**config.mk**
```make
export PLATFORM = sky130hd
export DESIGN_NAME = wkp_ctrl
export DESIGN_NICKNAME = d
export VERILOG_FILES = /design/src/rtl/wkp_pkg.sv /design/src/rtl/wkp_regs.sv /design/src/rtl/wkp_halt.sv /design/src/rtl/wkp_delay.sv /design/src/rtl/wkp_ctrl.sv
export SDC_FILE = /design/constraint.sdc
export NUM_CORES = 1
export LEC_CHECK = 0
export BUFFER_PORTS_ARGS = -buffer_cell sky130_fd_sc_hd__buf_2
export CORE_MARGIN = 2
export CORE_UTILIZATION = 55
export DETAILED_ROUTE_END_ITERATION = 10
export GPL_TIMING_DRIVEN = 0
export PLACE_DENSITY_LB_ADDON = 0.12
export SLEW_MARGIN = 20
export SYNTH_ARGS = -nofsm -noshare
export SYNTH_HDL_FRONTEND = slang
export SYNTH_SLANG_ARGS = --single-unit
```
**constraint.sdc**
```tcl
create_clock -name clk -period 3.2 [get_ports clk]
set_input_delay 0 -clock clk [delete_from_list [all_inputs] [get_ports clk]]
set_output_delay 0 -clock clk [all_outputs]
set_load 0.01 [all_outputs]
```
**src/rtl/wkp_pkg.sv**
```systemverilog
package wkp_pkg;

    localparam int REG_W     = 8;
    localparam int B_FHALT   = 7;
    localparam int B_HOS     = 6;
    localparam int B_MODE    = 5;
    localparam int B_RSV     = 4;
    localparam int B_EN_UC   = 3;
    localparam int B_EN_USB  = 2;
    localparam int B_PND_UC  = 1;
    localparam int B_PND_USB = 0;

    typedef struct packed {
        logic force_halt;
        logic halt_on_susp;
        logic delayed_irq;
        logic en_uc;
        logic en_usb;
        logic pend_uc;
        logic pend_usb;
    } wkp_fields_t;

    typedef struct packed {
        logic usb;
        logic uc;
    } wkp_src_t;

    localparam wkp_fields_t WKP_RESET = '{
        force_halt:   1'b0,
        halt_on_susp: 1'b0,
        delayed_irq:  1'b0,
        en_uc:        1'b1,
        en_usb:       1'b1,
        pend_uc:      1'b1,
        pend_usb:     1'b1
    };

    function automatic logic [REG_W-1:0] wkp_pack(input wkp_fields_t f);
        logic [REG_W-1:0] v;
        v            = '0;
        v[B_FHALT]   = f.force_halt;
        v[B_HOS]     = f.halt_on_susp;
        v[B_MODE]    = f.delayed_irq;
        v[B_EN_UC]   = f.en_uc;
        v[B_EN_USB]  = f.en_usb;
        v[B_PND_UC]  = f.pend_uc;
        v[B_PND_USB] = f.pend_usb;
        return v;
    endfunction

endpackage

```
**src/rtl/wkp_regs.sv**
```systemverilog
module wkp_regs
    import wkp_pkg::*;
(
    input  logic             clk,
    input  logic             rst,
    input  logic             wr_en,
    input  logic [REG_W-1:0] wr_data,
    input  logic             suspend,
    input  logic             attached,
    input  wkp_src_t         wake,
    input  logic             halted,
    output wkp_fields_t      fields,
    output logic             fh_set
);

    wkp_fields_t f_q, f_d;
    logic        wake_any;
    logic        unused_rsv;

    assign unused_rsv = wr_data[B_RSV];
    assign wake_any   = wake.usb | wake.uc;
    assign fh_set     = wr_en & wr_data[B_FHALT] & ~attached;

    always_comb begin
        f_d = f_q;
        if (wr_en) begin
            f_d.delayed_irq = wr_data[B_MODE];
            f_d.en_uc       = wr_data[B_EN_UC];
            f_d.en_usb      = wr_data[B_EN_USB];
            if (!(wr_data[B_HOS] && suspend))
                f_d.halt_on_susp = wr_data[B_HOS];
            if (!wr_data[B_FHALT])
                f_d.force_halt = 1'b0;
            else if (!attached)
                f_d.force_halt = 1'b1;
            if (!wr_data[B_PND_UC])
                f_d.pend_uc = 1'b0;
            if (!wr_data[B_PND_USB])
                f_d.pend_usb = 1'b0;
        end
        if (wake_any)
            f_d.force_halt = 1'b0;
        if (wake.uc)
            f_d.pend_uc = 1'b1;
        if (wake.usb)
            f_d.pend_usb = 1'b1;
    end

    always_ff @(posedge clk) begin
        if (rst)
            f_q <= WKP_RESET;
        else
            f_q <= f_d;
    end

    assign fields = f_q;

    AST_PND_USB_SRC: assert property (@(posedge clk) disable iff (rst)
        $rose(f_q.pend_usb) |-> $past(halted && wake.usb)) else $error("pend_usb rose without wake");
    AST_PND_UC_SRC: assert property (@(posedge clk) disable iff (rst)
        $rose(f_q.pend_uc) |-> $past(halted && wake.uc)) else $error("pend_uc rose without wake");
    AST_HOS_IGNORED: assert property (@(posedge clk) disable iff (rst)
        wr_en && wr_data[B_HOS] && suspend && !f_q.halt_on_susp |=> !f_q.halt_on_susp) else $error("hos write accepted in suspend");
    AST_FH_IGNORED: assert property (@(posedge clk) disable iff (rst)
        wr_en && wr_data[B_FHALT] && attached && !f_q.force_halt |=> !f_q.force_halt) else $error("force halt accepted while attached");

endmodule

```
**src/rtl/wkp_halt.sv**
```systemverilog
module wkp_halt
    import wkp_pkg::*;
(
    input  logic        clk,
    input  logic        rst,
    input  logic        usb_evt,
    input  logic        uc_evt,
    input  logic        suspend,
    input  logic        fh_set,
    input  wkp_fields_t fields,
    output logic        halted,
    output wkp_src_t    wake
);

    logic halt_q;
    logic susp_q;
    logic susp_rise;
    logic enter;

    assign wake.usb  = halt_q & usb_evt & fields.en_usb;
    assign wake.uc   = halt_q & uc_evt & fields.en_uc;
    assign susp_rise = suspend & ~susp_q;
    assign enter     = fh_set | (fields.halt_on_susp & susp_rise);

    always_ff @(posedge clk) begin
        if (rst) begin
            halt_q <= 1'b0;
            susp_q <= 1'b0;
        end else begin
            susp_q <= suspend;
            if (wake.usb || wake.uc)
                halt_q <= 1'b0;
            else if (enter)
                halt_q <= 1'b1;
        end
    end

    assign halted = halt_q;

    AST_SUSP_HALT: assert property (@(posedge clk) disable iff (rst)
        fields.halt_on_susp && suspend && !susp_q && !halt_q |=> halt_q) else $error("no halt on suspend");
    AST_IDLE_NO_WAKE: assert property (@(posedge clk) disable iff (rst)
        !halt_q |-> !(wake.usb || wake.uc)) else $error("wake while running");

endmodule

```
**src/rtl/wkp_delay.sv**
```systemverilog
module wkp_delay #(
    parameter int DELAY = 1024
) (
    input  logic clk,
    input  logic rst,
    input  logic start,
    output logic done
);

    localparam int CW = (DELAY < 2) ? 1 : $clog2(DELAY + 1);

    logic [CW-1:0] cnt_q;
    logic          done_q;

    always_ff @(posedge clk) begin
        if (rst) begin
            cnt_q  <= '0;
            done_q <= 1'b1;
        end else if (start) begin
            cnt_q  <= CW'(DELAY - 1);
            done_q <= 1'b0;
        end else if (!done_q) begin
            if (cnt_q == '0)
                done_q <= 1'b1;
            else
                cnt_q <= cnt_q - 1'b1;
        end
    end

    assign done = done_q;

    AST_CNT_BOUND: assert property (@(posedge clk) disable iff (rst)
        int'(cnt_q) < DELAY) else $error("delay counter out of range");

endmodule

```
**src/rtl/wkp_ctrl.sv**
```systemverilog
module wkp_ctrl
    import wkp_pkg::*;
#(
    parameter int DELAY = 1024
) (
    input  logic             clk,
    input  logic             rst,
    input  logic             wr_en,
    input  logic [REG_W-1:0] wr_data,
    input  logic             rd_en,
    output logic [REG_W-1:0] rd_data,
    input  logic             usb_evt,
    input  logic             uc_evt,
    input  logic             suspend,
    input  logic             attached,
    output logic             halted,
    output logic             wake_irq
);

    wkp_fields_t fields;
    wkp_src_t    wake;
    logic        fh_set;
    logic        dly_done;
    logic        pend_any;

    wkp_regs u_regs (
        .clk      (clk),
        .rst      (rst),
        .wr_en    (wr_en),
        .wr_data  (wr_data),
        .suspend  (suspend),
        .attached (attached),
        .wake     (wake),
        .halted   (halted),
        .fields   (fields),
        .fh_set   (fh_set)
    );

    wkp_halt u_halt (
        .clk      (clk),
        .rst      (rst),
        .usb_evt  (usb_evt),
        .uc_evt   (uc_evt),
        .suspend  (suspend),
        .fh_set   (fh_set),
        .fields   (fields),
        .halted   (halted),
        .wake     (wake)
    );

    wkp_delay #(.DELAY(DELAY)) u_delay (
        .clk   (clk),
        .rst   (rst),
        .start (wake.usb | wake.uc),
        .done  (dly_done)
    );

    assign pend_any = fields.pend_usb | fields.pend_uc;
    assign wake_irq = pend_any & (~fields.delayed_irq | dly_done);
    assign rd_data  = rd_en ? wkp_pack(fields) : '0;

    AST_WAKE_EXIT: assert property (@(posedge clk) disable iff (rst)
        halted && ((usb_evt && fields.en_usb) || (uc_evt && fields.en_uc)) |=> !halted) else $error("wake did not end halt");
    AST_FH_ENTER: assert property (@(posedge clk) disable iff (rst)
        wr_en && wr_data[B_FHALT] && !attached && !halted |=> halted) else $error("force halt not taken");
    AST_DLY_QUIET: assert property (@(posedge clk) disable iff (rst)
        fields.delayed_irq && !dly_done |-> !wake_irq) else $error("irq inside delay window");
    AST_RSV_ZERO: assert property (@(posedge clk) disable iff (rst)
        rd_data[B_RSV] == 1'b0) else $error("reserved bit reads 1");

endmodule

```
==> flow_summary.json <==
{
  "status": "finished, final reports clean",
  "relSlewSlack_pct": 65.75,
  "num-fill-cells": 137,
  "cp_top_family": "simple AND/OR/NAND/NOR gates",
  "clock-skew-final_ps": 5.893,
  "crit_cells": 6,
  "coreArea_um2": 1745,
  "initial_core_util_pct": 58.92,
  "synth-simple-area-share_pct": 28.22,
  "worstSetupPathType": "reg -> reg",
  "numCtsBuffers": 3,
  "dieHeight_um": 47.25,
  "grt_max_degree": 12,
  "port_buffers": 23,
  "netlist_area_um2": 1028,
  "synth.mux.area_fraction_pct": 2.068,
  "cts_buffer_depth": 2,
  "finalHoldViolations": 0,
  "p_comb_share_pct": 24.3,
  "critPathBufInv": 1,
  "arrival_ps": 2010,
  "via_count": 981,
  "post-route-period-util_pct": 55.22,
  "std_cell_rows": 15,
  "maxCapViolations": 0,
  "reg2reg_to": "u_delay.cnt_q[1]",
  "gp_congestion": 0.7599,
  "path_clk_slew_ps": 120,
  "power.density_nw_per_um2": 433.8,
  "holdPathStages": 4,
  "hold_end": "u_regs.fields[6]",
  "p_switching_uw": 167.9,
  "tightest_slew_ps": 509.8,
  "synthXorXnorAreaFrac_pct": 1.703,
  "yosys.area.top_type": "dfxtp_1",
  "cts_resized": 0,
  "totalPowerFinal_uw": 568.8,
  "synth_nets": 131,
  "finalSetupTns_ps": 0,
  "regArea_um2": 420.4,
  "ioPinCount": 26,
  "drive_above_1_share_pct": 26.49,
  "grt_first_pass_wirelength_um": 3588,
  "grt_pass1_vias": 851,
  "p_int_uw": 400.9,
  "min_path_type": "in -> reg",
  "crit_fanout": 3,
  "syn_inst": 113,
  "leakage_uw": 0.0005561,
  "synthAdderAreaFrac_pct": 2.433,
  "routed_via_density": 5.574,
  "clkPwrFrac_pct": 22.4,
  "endpoint_kind": "flop",
  "finalCriticalPeriod_ps": 1767,
  "num_antenna_cells": 0,
  "crit_chain": "inv_1 > ha_1 > nor4b_1 > a31oi_1 > mux2_2 > a21oi_1",
  "clock_latency_ps": 300,
  "drc_errors": 0,
  "max_freq_ghz": 0.5659,
  "cp_slowest_cell": "nor4b_1",
  "antenna_found_initial": 0,
  "clockRootBuffer": "clkbuf_4",
  "hp-start": "attached",
  "startpoint_type": "flop",
  "cts_tree": "done",
  "setup_viol": 0,
  "post_cts_buffers": 0,
  "fin_nets": 170,
  "die_x_um": 47.25,
  "cp_data_required_time_ps": 3440,
  "routed_wirelength_um": 2281,
  "seqPwrFrac_pct": 53.3,
  "ir_worst_vdd_uv": 318.5,
  "synth_cell_types": 43,
  "dieArea_um2": 2232,
  "cts_max_level": 1,
  "r2r_cells": 6,
  "drt-initial-drc-count": 17,
  "ant_nets": 0,
  "multi_input_area_um2": 553.0,
  "critPathMaxStageDelay_ps": 430,
  "clock_sinks": 21,
  "hpwlAfterDp_um": 1545,
  "first_pass_iters": 4,
  "reg2reg_setup_slack_ps": 1430,
  "yosysWarnings": 0,
  "synth_area_leaders": "dfxtp_1 41%, a21oi_1 4.4%, a31oi_1 4.3%",
  "netSwitchingFraction_pct": 29.52,
  "synth_top_family_by_area": "simple AND/OR/NAND/NOR gates",
  "grt_use_total_pct": 22.81,
  "avgRoutedWirePerCell_um": 12.96,
  "synth_top_area_share_pct": 40.88,
  "synth.avg_cell_area_um2": 9.102,
  "ys_seq_area_share_pct": 40.88,
  "synth_compound_area_share_pct": 18.98,
  "r2r_start": "u_delay.cnt_q[0]",
  "grt_overflow": 0,
  "ys_ff_latch": 21,
  "drv_slew": 0,
  "syn_to_final_growth_pct": 27.49,
  "rsz0062_at_grt": "false"
}
## cell type report
class                      count  area share (%)
buffer                         4           2.767
clock buffer                   4           2.004
inverter                       5           1.431
multi-input combinational     83           42.18
sequential                    21           32.06
tap                           25           2.385
timing repair buffer          34           17.18
## tightest hold or removal path, cell delays in order
cell and delay [ps]:
buf_2 80, nor2_1 40, o22ai_1 120, nor3_1 60
## stage by stage
stage               util [%]  area (um^2)  hold WS [ps]  worst slack [ps]  cells
CTS                    75.13         1311         30.49              1424    176
floorplan                  -         1028         98.57              1608    113
detailed placement     67.31         1175         209.6              1488    161
global placement       67.31         1175         206.5              1502    161
global route           75.13         1311         42.43              1239    176
finish                 75.13         1311         39.86              1433    176
## metal layers
layer  part of all wire, %  GRT usage [%]  vias to the layer above
met3                   3.8          3.462                        4
met1                    46          31.46                      463
li1                      -              -                      485
met5                     0              0                        -
met2                    49          35.41                       29
met4                   1.1          9.444                        0
## registers in the layout, indices dropped and copies added, names as in the netlist
name           count
u_delay.done       1
u_halt.halted      1
u_halt.susp_q      1
u_regs.fields      7
u_delay.cnt_q     11
## power by group through the flow
stage / registers [uW] / clock network, uW / logic (uW)
after floorplan: 304 / 0 / 91.6
after global placement: 307 / 0 / 121
after detailed placement: 309 / 0 / 123
after CTS: 303 / 131 / 137
after global routing: 307 / 142 / 154
final: 303 / 127 / 138
## placed cells by master, fill, tap and decap left out, types with 2 or more instances in the layout
cell type / n
a211o_1: 2
a21oi_1: 9
a31oi_1: 7
and2_1: 7
and2b_2: 2
buf_2: 23
clkbuf_1: 2
clkbuf_4: 3
dfxtp_1: 21
dlygate4sd3_1: 11
ha_1: 2
inv_1: 5
nand2_1: 6
nand2b_1: 2
nor2_1: 7
nor2b_1: 2
nor3_1: 5
nor4b_1: 2
o21ai_0: 3
o31ai_1: 3
or3_1: 2
## synthesized netlist by cell type (all sizes together)
cell type and number:
nand3 1, a31oi 7, o22ai 1, a311oi 1
dfxtp 21, ha 2, a211o 2, and2b 2
nor3 7, and3 1, nand4 2, nor2 7
nand2b 3, mux2i 1, conb 1, a211oi 1
o21ai 3, a22oi 1, nor2b 2, or3b 1
clkbuf 2, o21bai 1, o31ai 3, and2 7
nand2 6, xor2 1, a221oi 1, mux2 1
or3 3, nor4b 2, or4 1, a21oi 9
buf 2, inv 5, xnor2 1, or4b 1
## cell families (layout without fill, tap and decap cells)
group,count (synthesis),in the layout
other,1,1
AND/OR/NAND/NOR,46,46
adder cells (fa/ha/maj),2,2
XOR/XNOR,2,2
flip-flops,21,21
multiplexers,2,2
buffers and inverters,9,47
AO/OA/AOI/OAI,30,30
## worst max path at each step
stage,slack (ps),from,endpoint
global route,1240,u_delay.cnt_q[1],u_delay.cnt_q[1]
CTS,1420,u_delay.cnt_q[1],u_delay.cnt_q[1]
detailed placement,1490,u_delay.cnt_q[1],u_delay.cnt_q[1]
finish,1430,u_delay.cnt_q[0],u_delay.cnt_q[1]
floorplan,1610,u_delay.cnt_q[0],u_delay.cnt_q[10]
global placement,1500,u_delay.cnt_q[0],u_delay.cnt_q[1]
## what timing repair did
action / in CTS / in global routing
hold buffers: 11 / 0
setup endpoints to repair: 0 / 0
hold endpoints to repair: 7 / 0
No activity file was read; power rests on OpenSTA's default activity.
